## src/rtl/sync_route_pkg.sv

```systemverilog
`timescale 1ns/1ps
package sync_route_pkg;
  localparam int NUM_PORTS = 4;
  localparam int PSEL_W    = $clog2(NUM_PORTS);
  localparam int NUM_MCLK  = 2;
  localparam int CODE_W    = 2;
  localparam int BYTE_W    = 8;

  localparam logic [7:0] OFS_ID      = 8'h00;
  localparam logic [7:0] OFS_XID_HI  = 8'h02;
  localparam logic [7:0] OFS_XID_MID = 8'h03;
  localparam logic [7:0] OFS_XID_LO  = 8'h04;
  localparam logic [7:0] OFS_BREV    = 8'h05;
  localparam logic [7:0] OFS_AREV    = 8'h06;
  localparam logic [7:0] OFS_LREV    = 8'h07;
  localparam logic [7:0] OFS_MCLK    = 8'h11;
  localparam logic [7:0] OFS_TCLK    = 8'h12;
  localparam logic [7:0] OFS_TSYS    = 8'h13;
  localparam logic [7:0] OFS_RSYS    = 8'h14;
  localparam logic [7:0] OFS_TSYNC   = 8'h15;
  localparam logic [7:0] OFS_TSSYNC  = 8'h16;
  localparam logic [7:0] OFS_RSYNC   = 8'h17;
  localparam logic [7:0] OFS_TSER    = 8'h18;
  localparam logic [7:0] OFS_PRXD    = 8'h19;
  localparam logic [7:0] OFS_PSYNC   = 8'h1A;
  localparam logic [7:0] OFS_PCLK    = 8'h1B;

  typedef enum logic [CODE_W-1:0] {
    TXC_T1 = 2'b00, TXC_E1 = 2'b01, TXC_RECOVERED = 2'b10, TXC_SPARE = 2'b11
  } txclk_code_e;

  typedef enum logic [CODE_W-1:0] {
    SYS_T1 = 2'b00, SYS_E1 = 2'b01, SYS_FAST = 2'b10, SYS_BACKPLANE = 2'b11
  } sysclk_code_e;

  typedef enum logic [CODE_W-1:0] {
    SER_FLOAT = 2'b00, SER_LOOP = 2'b01, SER_PCM = 2'b10, SER_SPARE = 2'b11
  } ser_code_e;

  typedef struct packed {
    logic [NUM_MCLK-1:0]                 mclk_sel;
    logic [NUM_PORTS-1:0][CODE_W-1:0]    tclk_code;
    logic [NUM_PORTS-1:0][CODE_W-1:0]    tsys_code;
    logic [NUM_PORTS-1:0][CODE_W-1:0]    rsys_code;
    logic [NUM_PORTS-1:0][CODE_W-1:0]    tser_code;
    logic [NUM_PORTS-1:0]                tsync_en;
    logic [NUM_PORTS-1:0]                tssync_en;
    logic [NUM_PORTS-1:0]                rsync_en;
    logic [NUM_PORTS-1:0]                prxd_en;
    logic [PSEL_W-1:0]                   rsync_master;
    logic [PSEL_W-1:0]                   pcm_rsync_sel;
    logic [PSEL_W-1:0]                   pcm_tsync_sel;
    logic [PSEL_W:0]                     pcm_rclk_code;
    logic [PSEL_W:0]                     pcm_tclk_code;
  } route_cfg_t;

  function automatic route_cfg_t cfg_reset();
    route_cfg_t c;
    c = '0;
    c.mclk_sel = '1;
    return c;
  endfunction
endpackage

```

## src/rtl/srm_regs.sv

```systemverilog
`timescale 1ns/1ps
module srm_regs
  import sync_route_pkg::*;
#(
  parameter logic [3:0] BOARD_REV = 4'h1,
  parameter logic [3:0] ASSY_REV  = 4'h2,
  parameter logic [3:0] LOGIC_REV = 4'h3
) (
  input  logic              clk,
  input  logic              rst,
  input  logic [BYTE_W-1:0] addr,
  input  logic              we,
  input  logic [BYTE_W-1:0] wdata,
  output route_cfg_t        cfg,
  output logic [BYTE_W-1:0] rdata
);
  logic [BYTE_W-1:0] rd_mux;

  always_ff @(posedge clk) begin
    if (rst) begin
      cfg <= cfg_reset();
    end else if (we) begin
      case (addr)
        OFS_MCLK:   cfg.mclk_sel  <= wdata[NUM_MCLK-1:0];
        OFS_TCLK:   cfg.tclk_code <= wdata;
        OFS_TSYS:   cfg.tsys_code <= wdata;
        OFS_RSYS:   cfg.rsys_code <= wdata;
        OFS_TSYNC:  cfg.tsync_en  <= wdata[NUM_PORTS-1:0];
        OFS_TSSYNC: cfg.tssync_en <= wdata[NUM_PORTS-1:0];
        OFS_RSYNC: begin
          cfg.rsync_en     <= wdata[NUM_PORTS-1:0];
          cfg.rsync_master <= wdata[5:4];
        end
        OFS_TSER:   cfg.tser_code <= wdata;
        OFS_PRXD:   cfg.prxd_en   <= wdata[NUM_PORTS-1:0];
        OFS_PSYNC: begin
          cfg.pcm_rsync_sel <= wdata[1:0];
          cfg.pcm_tsync_sel <= wdata[5:4];
        end
        OFS_PCLK: begin
          cfg.pcm_rclk_code <= wdata[2:0];
          cfg.pcm_tclk_code <= wdata[6:4];
        end
        default: ;
      endcase
    end
  end

  always_comb begin
    case (addr)
      OFS_ID:      rd_mux = 8'h0D;
      OFS_XID_HI:  rd_mux = 8'h00;
      OFS_XID_MID: rd_mux = 8'h01;
      OFS_XID_LO:  rd_mux = 8'h06;
      OFS_BREV:    rd_mux = {4'h0, BOARD_REV};
      OFS_AREV:    rd_mux = {4'h0, ASSY_REV};
      OFS_LREV:    rd_mux = {4'h0, LOGIC_REV};
      OFS_MCLK:    rd_mux = {6'h00, cfg.mclk_sel};
      OFS_TCLK:    rd_mux = cfg.tclk_code;
      OFS_TSYS:    rd_mux = cfg.tsys_code;
      OFS_RSYS:    rd_mux = cfg.rsys_code;
      OFS_TSYNC:   rd_mux = {4'h0, cfg.tsync_en};
      OFS_TSSYNC:  rd_mux = {4'h0, cfg.tssync_en};
      OFS_RSYNC:   rd_mux = {2'b00, cfg.rsync_master, cfg.rsync_en};
      OFS_TSER:    rd_mux = cfg.tser_code;
      OFS_PRXD:    rd_mux = {4'h0, cfg.prxd_en};
      OFS_PSYNC:   rd_mux = {2'b00, cfg.pcm_tsync_sel, 2'b00, cfg.pcm_rsync_sel};
      OFS_PCLK:    rd_mux = {1'b0, cfg.pcm_tclk_code, 1'b0, cfg.pcm_rclk_code};
      default:     rd_mux = 8'h00;
    endcase
  end

  always_ff @(posedge clk) begin
    if (rst) rdata <= '0;
    else     rdata <= rd_mux;
  end
endmodule

```

## src/rtl/srm_port_mux.sv

```systemverilog
`timescale 1ns/1ps
module srm_port_mux
  import sync_route_pkg::*;
(
  input  logic              ref_t1,
  input  logic              ref_e1,
  input  logic              ref_fast,
  input  logic              rclk,
  input  logic              bpclk,
  input  logic              rsync_own,
  input  logic              rsync_master,
  input  logic              rser,
  input  logic              pcm_txd,
  input  logic [CODE_W-1:0] tclk_code,
  input  logic [CODE_W-1:0] tsys_code,
  input  logic [CODE_W-1:0] rsys_code,
  input  logic [CODE_W-1:0] tser_code,
  input  logic              tsync_en,
  input  logic              tssync_en,
  input  logic              rsync_en,
  output logic              tclk,
  output logic              tsysclk,
  output logic              rsysclk,
  output logic              tsync_o,
  output logic              tsync_oe,
  output logic              tssync_o,
  output logic              tssync_oe,
  output logic              rsync_o,
  output logic              rsync_oe,
  output logic              tser_o,
  output logic              tser_oe
);
  function automatic logic sys_pick(logic [CODE_W-1:0] code, logic a, logic b,
                                    logic c, logic d);
    case (code)
      SYS_T1:   return a;
      SYS_E1:   return b;
      SYS_FAST: return c;
      default:  return d;
    endcase
  endfunction

  always_comb begin
    case (tclk_code)
      TXC_T1:        tclk = ref_t1;
      TXC_E1:        tclk = ref_e1;
      TXC_RECOVERED: tclk = rclk;
      default:       tclk = 1'b0;
    endcase
  end

  assign tsysclk = sys_pick(tsys_code, ref_t1, ref_e1, ref_fast, bpclk);
  assign rsysclk = sys_pick(rsys_code, ref_t1, ref_e1, ref_fast, bpclk);

  assign tsync_oe  = tsync_en;
  assign tsync_o   = tsync_en & rsync_own;
  assign tssync_oe = tssync_en;
  assign tssync_o  = tssync_en & rsync_own;
  assign rsync_oe  = rsync_en;
  assign rsync_o   = rsync_en & rsync_master;

  always_comb begin
    case (tser_code)
      SER_LOOP: begin tser_o = rser;    tser_oe = 1'b1; end
      SER_PCM:  begin tser_o = pcm_txd; tser_oe = 1'b1; end
      default:  begin tser_o = 1'b0;    tser_oe = 1'b0; end
    endcase
  end
endmodule

```

## src/rtl/srm_pcm_mux.sv

```systemverilog
`timescale 1ns/1ps
module srm_pcm_mux
  import sync_route_pkg::*;
(
  input  logic [NUM_PORTS-1:0] rclk,
  input  logic [NUM_PORTS-1:0] bpclk,
  input  logic [NUM_PORTS-1:0] tclk_sel,
  input  logic [NUM_PORTS-1:0] rsync_in,
  input  logic [NUM_PORTS-1:0] tsync_in,
  input  logic [NUM_PORTS-1:0] rser,
  input  logic [NUM_PORTS-1:0] prxd_en,
  input  logic [PSEL_W-1:0]    rsync_sel,
  input  logic [PSEL_W-1:0]    tsync_sel,
  input  logic [PSEL_W:0]      rclk_code,
  input  logic [PSEL_W:0]      tclk_code,
  output logic                 pcm_rxd,
  output logic                 pcm_rsync,
  output logic                 pcm_tsync,
  output logic                 pcm_rclk,
  output logic                 pcm_tclk
);
  logic [PSEL_W-1:0] rclk_port, tclk_port;

  assign rclk_port = rclk_code[PSEL_W-1:0];
  assign tclk_port = tclk_code[PSEL_W-1:0];

  assign pcm_rxd   = |(rser & prxd_en);
  assign pcm_rsync = rsync_in[rsync_sel];
  assign pcm_tsync = tsync_in[tsync_sel];
  assign pcm_rclk  = rclk_code[PSEL_W] ? bpclk[rclk_port] : rclk[rclk_port];
  assign pcm_tclk  = tclk_code[PSEL_W] ? bpclk[tclk_port] : tclk_sel[tclk_port];
endmodule

```

## src/rtl/sync_route_matrix.sv

```systemverilog
`timescale 1ns/1ps
module sync_route_matrix
  import sync_route_pkg::*;
#(
  parameter logic [3:0] BOARD_REV = 4'h1,
  parameter logic [3:0] ASSY_REV  = 4'h2,
  parameter logic [3:0] LOGIC_REV = 4'h3
) (
  input  logic                 clk,
  input  logic                 rst,
  input  logic [BYTE_W-1:0]    host_addr,
  input  logic                 host_we,
  input  logic [BYTE_W-1:0]    host_wdata,
  output logic [BYTE_W-1:0]    host_rdata,
  input  logic                 ref_1m544,
  input  logic                 ref_2m048,
  input  logic                 ref_8m192,
  input  logic [NUM_PORTS-1:0] port_rclk,
  input  logic [NUM_PORTS-1:0] port_bpclk,
  input  logic [NUM_PORTS-1:0] port_rsync_in,
  input  logic [NUM_PORTS-1:0] port_tsync_in,
  input  logic [NUM_PORTS-1:0] port_rser,
  input  logic                 pcm_txd,
  output logic [NUM_MCLK-1:0]  mclk_out,
  output logic [NUM_PORTS-1:0] port_tclk,
  output logic [NUM_PORTS-1:0] port_tsysclk,
  output logic [NUM_PORTS-1:0] port_rsysclk,
  output logic [NUM_PORTS-1:0] port_tsync_out,
  output logic [NUM_PORTS-1:0] port_tsync_oe,
  output logic [NUM_PORTS-1:0] port_tssync_out,
  output logic [NUM_PORTS-1:0] port_tssync_oe,
  output logic [NUM_PORTS-1:0] port_rsync_out,
  output logic [NUM_PORTS-1:0] port_rsync_oe,
  output logic [NUM_PORTS-1:0] port_tser_out,
  output logic [NUM_PORTS-1:0] port_tser_oe,
  output logic                 pcm_rxd,
  output logic                 pcm_rsync,
  output logic                 pcm_tsync,
  output logic                 pcm_rclk,
  output logic                 pcm_tclk
);
  route_cfg_t cfg;
  logic       master_rsync;

  srm_regs #(
    .BOARD_REV(BOARD_REV), .ASSY_REV(ASSY_REV), .LOGIC_REV(LOGIC_REV)
  ) u_regs (
    .clk(clk), .rst(rst), .addr(host_addr), .we(host_we),
    .wdata(host_wdata), .cfg(cfg), .rdata(host_rdata)
  );

  for (genvar g = 0; g < NUM_MCLK; g++) begin : g_mclk
    assign mclk_out[g] = cfg.mclk_sel[g] ? ref_2m048 : ref_1m544;
  end

  assign master_rsync = port_rsync_in[cfg.rsync_master];

  for (genvar p = 0; p < NUM_PORTS; p++) begin : g_port
    srm_port_mux u_mux (
      .ref_t1(ref_1m544), .ref_e1(ref_2m048), .ref_fast(ref_8m192),
      .rclk(port_rclk[p]), .bpclk(port_bpclk[p]),
      .rsync_own(port_rsync_in[p]), .rsync_master(master_rsync),
      .rser(port_rser[p]), .pcm_txd(pcm_txd),
      .tclk_code(cfg.tclk_code[p]), .tsys_code(cfg.tsys_code[p]),
      .rsys_code(cfg.rsys_code[p]), .tser_code(cfg.tser_code[p]),
      .tsync_en(cfg.tsync_en[p]), .tssync_en(cfg.tssync_en[p]),
      .rsync_en(cfg.rsync_en[p]),
      .tclk(port_tclk[p]), .tsysclk(port_tsysclk[p]), .rsysclk(port_rsysclk[p]),
      .tsync_o(port_tsync_out[p]), .tsync_oe(port_tsync_oe[p]),
      .tssync_o(port_tssync_out[p]), .tssync_oe(port_tssync_oe[p]),
      .rsync_o(port_rsync_out[p]), .rsync_oe(port_rsync_oe[p]),
      .tser_o(port_tser_out[p]), .tser_oe(port_tser_oe[p])
    );
  end

  srm_pcm_mux u_pcm (
    .rclk(port_rclk), .bpclk(port_bpclk), .tclk_sel(port_tclk),
    .rsync_in(port_rsync_in), .tsync_in(port_tsync_in), .rser(port_rser),
    .prxd_en(cfg.prxd_en), .rsync_sel(cfg.pcm_rsync_sel),
    .tsync_sel(cfg.pcm_tsync_sel), .rclk_code(cfg.pcm_rclk_code),
    .tclk_code(cfg.pcm_tclk_code),
    .pcm_rxd(pcm_rxd), .pcm_rsync(pcm_rsync), .pcm_tsync(pcm_tsync),
    .pcm_rclk(pcm_rclk), .pcm_tclk(pcm_tclk)
  );
endmodule

```

## config.mk

```make
export PLATFORM = sky130hd
export DESIGN_NAME = sync_route_matrix
export DESIGN_NICKNAME = d
export VERILOG_FILES = /design/src/rtl/sync_route_pkg.sv /design/src/rtl/srm_regs.sv /design/src/rtl/srm_port_mux.sv /design/src/rtl/srm_pcm_mux.sv /design/src/rtl/sync_route_matrix.sv
export SDC_FILE = /design/constraint.sdc
export NUM_CORES = 1
export LEC_CHECK = 0
export ABC_CLOCK_PERIOD_IN_PS = 1950
export BUFFER_PORTS_ARGS = -buffer_cell sky130_fd_sc_hd__buf_4
export CORE_UTILIZATION = 42
export DETAILED_ROUTE_END_ITERATION = 7
export GPL_TIMING_DRIVEN = 0
export SLEW_MARGIN = 30
export SYNTH_ARGS = -nofsm -noshare
export SYNTH_HDL_FRONTEND = slang
export SYNTH_SLANG_ARGS = --single-unit
```

## constraint.sdc

```tcl
create_clock -name clk -period 1.95 [get_ports clk]
set_input_delay 0.195 -clock clk [delete_from_list [all_inputs] [get_ports clk]]
set_output_delay 0.195 -clock clk [all_outputs]
set_load 0.01 [all_outputs]
```

==> out/metrics.csv <==
metric,value,unit
Die X,104,um
Hold WC Path Type,in -> reg,
Crit path buffers/inverters,1,
Routability Congestion,0.904,
Slew Limit Fails,0,
Final period util,98.3,%
worst stage delay on the critical path,0.52,ns
leakage,0.00240,uW
cell family with most CP delay,multiplexers,
switching share of total power,27.2,%
Post-DRT Antenna Nets,0,
startpoint types,flop,
post-route cell area,5460,um2
Core Area,9910,um2
max_slew headroom,47.8,%
number of global-route vias before repair,3881,
ys flop type,dfxtp_1,
Initial Util,43.8,%
DP HPWL,10.4,mm
clock-pin slew on the worst setup and hold paths,0.08,ns
status,"complete, no violations",
Synth top area share,32.3,%
Critical Path RT,1.75,ns
initial DRC count,262,
crit path max-delay cell type,mux4_2,
"commonest non-fill, non-tap cell in the layout",buf_4,
"Async S/R FF share, synth",0,%
multiplexer area fraction after synthesis,23.2,%
Yosys cell types,46,
Die Span Y,104,um
"commonest cells after routing, fill and taps aside","buf_4, dfxtp_1, nor2_1",
Die ar.,10700,um2
pin count of the biggest net entering global routing,14,
reg2reg start,u_regs.cfg[60]$_SDFFE_PP1P_,
r2r setup slk,0.56,ns
Yosys top cell by area,dfxtp_1,
number of buffers created by CTS,9,
P&R area growth vs syn,25.8,%
Sink Count,70,
Post-synth EDFFs,0,
average routed wire per standard cell,18.9,um
GRT overflow,0,
Worst R2R End,u_regs.rdata[0]$_SDFF_PP0_,
total track usage,26.4,%
first-pass GRT wire length,21.8,mm
fin crit period,1.92,ns
Fmax achieved,521,MHz
Std-Cell Rows,36,
Switch Pwr,811,uW
Slew @ Worst Pin,0.779,ns
Cells after Synth,481,
DRC viols,0,
Clock Latency Late Sink,0.37,ns
last element of the critical path,pcm_rclk,
CP Class,reg -> out,
Crit path depth,3,
drt pass-1 iters,5,
post-synth net total,532,
DRT Wirelength,13.7,mm
initial antenna violation count,0,
Top-Level Pins,102,
vias per inst,5.52,
port bufs,95,
Reg2Reg Depth,5,
Critical Path Fanout Max,4,
Syn Area/Cell,9.02,um2
largest family of logic cells by synthesized area,multiplexers,
CP arrival,1.72,ns
H-tree levels,3,
CP cell instances,mux4_2 > mux2_2 > buf_4,
worst setup path start,u_regs.cfg[4]$_SDFFE_PP0P_,
Synth Area in Adders,2.31,%
Pint,2180,uW
Sequential Power Share,47.8,%
Final Skew,0.0111,ns
yosys warns,0,
CTS tree,done,
Comb pwr share,12.0,%
Setup Viol. Count Final,0,
sequential fraction of the synthesis area,32.3,%
Vias,4009,
synth top area cells,"dfxtp_1, mux2i_1, mux4_2",
layout cell share with drive strength beyond 1,36.3,%
clk buf depth,2,
Fin Hold WS,0.0523,ns
Hold Fails Final Rpt,0,
Yosys reg bits,70,
CP Capture Type,output port,
XOR/XNOR share of the synthesized area,0,%
Simple-Gate Fraction of Synth Area,18.0,%
"Cell Area, Placed",5220,um2
Max Cap Violations,0,
power per cell area,547,nW/um2
maximum VDD drop,306,uV
synthesized cell area,4340,um2
Root Driver,clkbuf_8,
ant diodes,0,
Compound-Gate Fraction of Synth Area,12.4,%
Final nets,639,
Clock power frac,40.2,%
cells in the mapped netlist (12+ instances only):
library cell	number
a21oi_1	27
and2_1	13
buf_2	12
buf_4	44
clkbuf_1	14
dfxtp_1	70
inv_1	13
mux2i_1	52
mux4_2	17
nand2_1	32
nand3_1	13
nor2_1	55
o21ai_0	31
logic make-up (layout without fill, tap and decap cells):
family / Yosys count / in the layout
AND/OR/NAND/NOR: 149 / 149
AO/OA/AOI/OAI: 89 / 89
buffers and inverters: 87 / 199
multiplexers: 78 / 78
flip-flops: 70 / 70
adder cells (fa/ha/maj): 8 / 8
flip-flops by register name, summed over array words and instances, names as in the netlist:
register,cells
u_regs.rdata,8
u_regs.cfg,62
worst register-to-register path, cell delays in order (launching register included):
cell and delay, ns:
dfxtp_1 0.34, nor4bb_1 0.14, a21o_1 0.16, a32o_1 0.19, a221oi_1 0.29, a21oi_1 0.12
layout make-up:
class / count / area, um2
multi-input combinational: 324 / 2430
tap: 133 / 166
timing repair buffer: 96 / 732
clock buffer: 9 / 124
clock inverter: 7 / 72.6
inverter: 13 / 48.8
fill: 975 / 4450
buffer: 74 / 465
sequential: 70 / 1420
metal layers:
layer | routed length [um] | part of all wire, % | GRT usage, %
met5 | 0 | 0 | 0
met3 | 1030 | 7.5 | 5.29
met2 | 6260 | 46 | 40.9
met1 | 6110 | 44 | 35.3
met4 | 340 | 2.5 | 12.0
per-stage QoR:
| stage | setup slack [ns] | TNS (ns) | power, uW | util, % | std cells |
|---|---|---|---|---|---|
| final | 0.0322 | 0 | 2990 | 55.1 | 726 |
| after global routing | -0.00441 | -0.00441 | 3090 | 55.1 | 726 |
| after CTS | 0.0106 | 0 | 3010 | 54.8 | 726 |
| after detailed placement | -0.0705 | -0.361 | 1820 | 52.7 | 709 |
| after global placement | -0.124 | -1.09 | 1820 | 52.7 | 709 |
| after floorplan | 0.458 | 0 | 1650 | - | 481 |
power by group through the flow:
stage / Sequential (uW) / Combinational, uW / Clock, uW
final: 1430 / 359 / 1200
after global routing: 1430 / 386 / 1280
after CTS: 1430 / 359 / 1230
after detailed placement: 1470 / 357 / 0
after global placement: 1470 / 358 / 0
after floorplan: 1460 / 180 / 0
repair_timing:
item	in CTS	in global routing
cloned	0	0
endpoints found under the setup margin	6	5
hold buffers	0	0
pin swaps	0	4
buffers inserted	1	0
resized for setup	5	12
how the worst min path moves through the flow:
stage,startpoint,end,cells past startpoint
after global routing,host_wdata[0],u_regs.cfg[60]$_SDFFE_PP1P_,3
after global placement,host_wdata[0],u_regs.cfg[60]$_SDFFE_PP1P_,3
final,host_wdata[0],u_regs.cfg[60]$_SDFFE_PP1P_,3
after detailed placement,host_wdata[0],u_regs.cfg[60]$_SDFFE_PP1P_,3
after floorplan,host_wdata[0],u_regs.cfg[60]$_SDFFE_PP1P_,2
after CTS,host_wdata[0],u_regs.cfg[60]$_SDFFE_PP1P_,3
(Power assumes the default switching activity.)
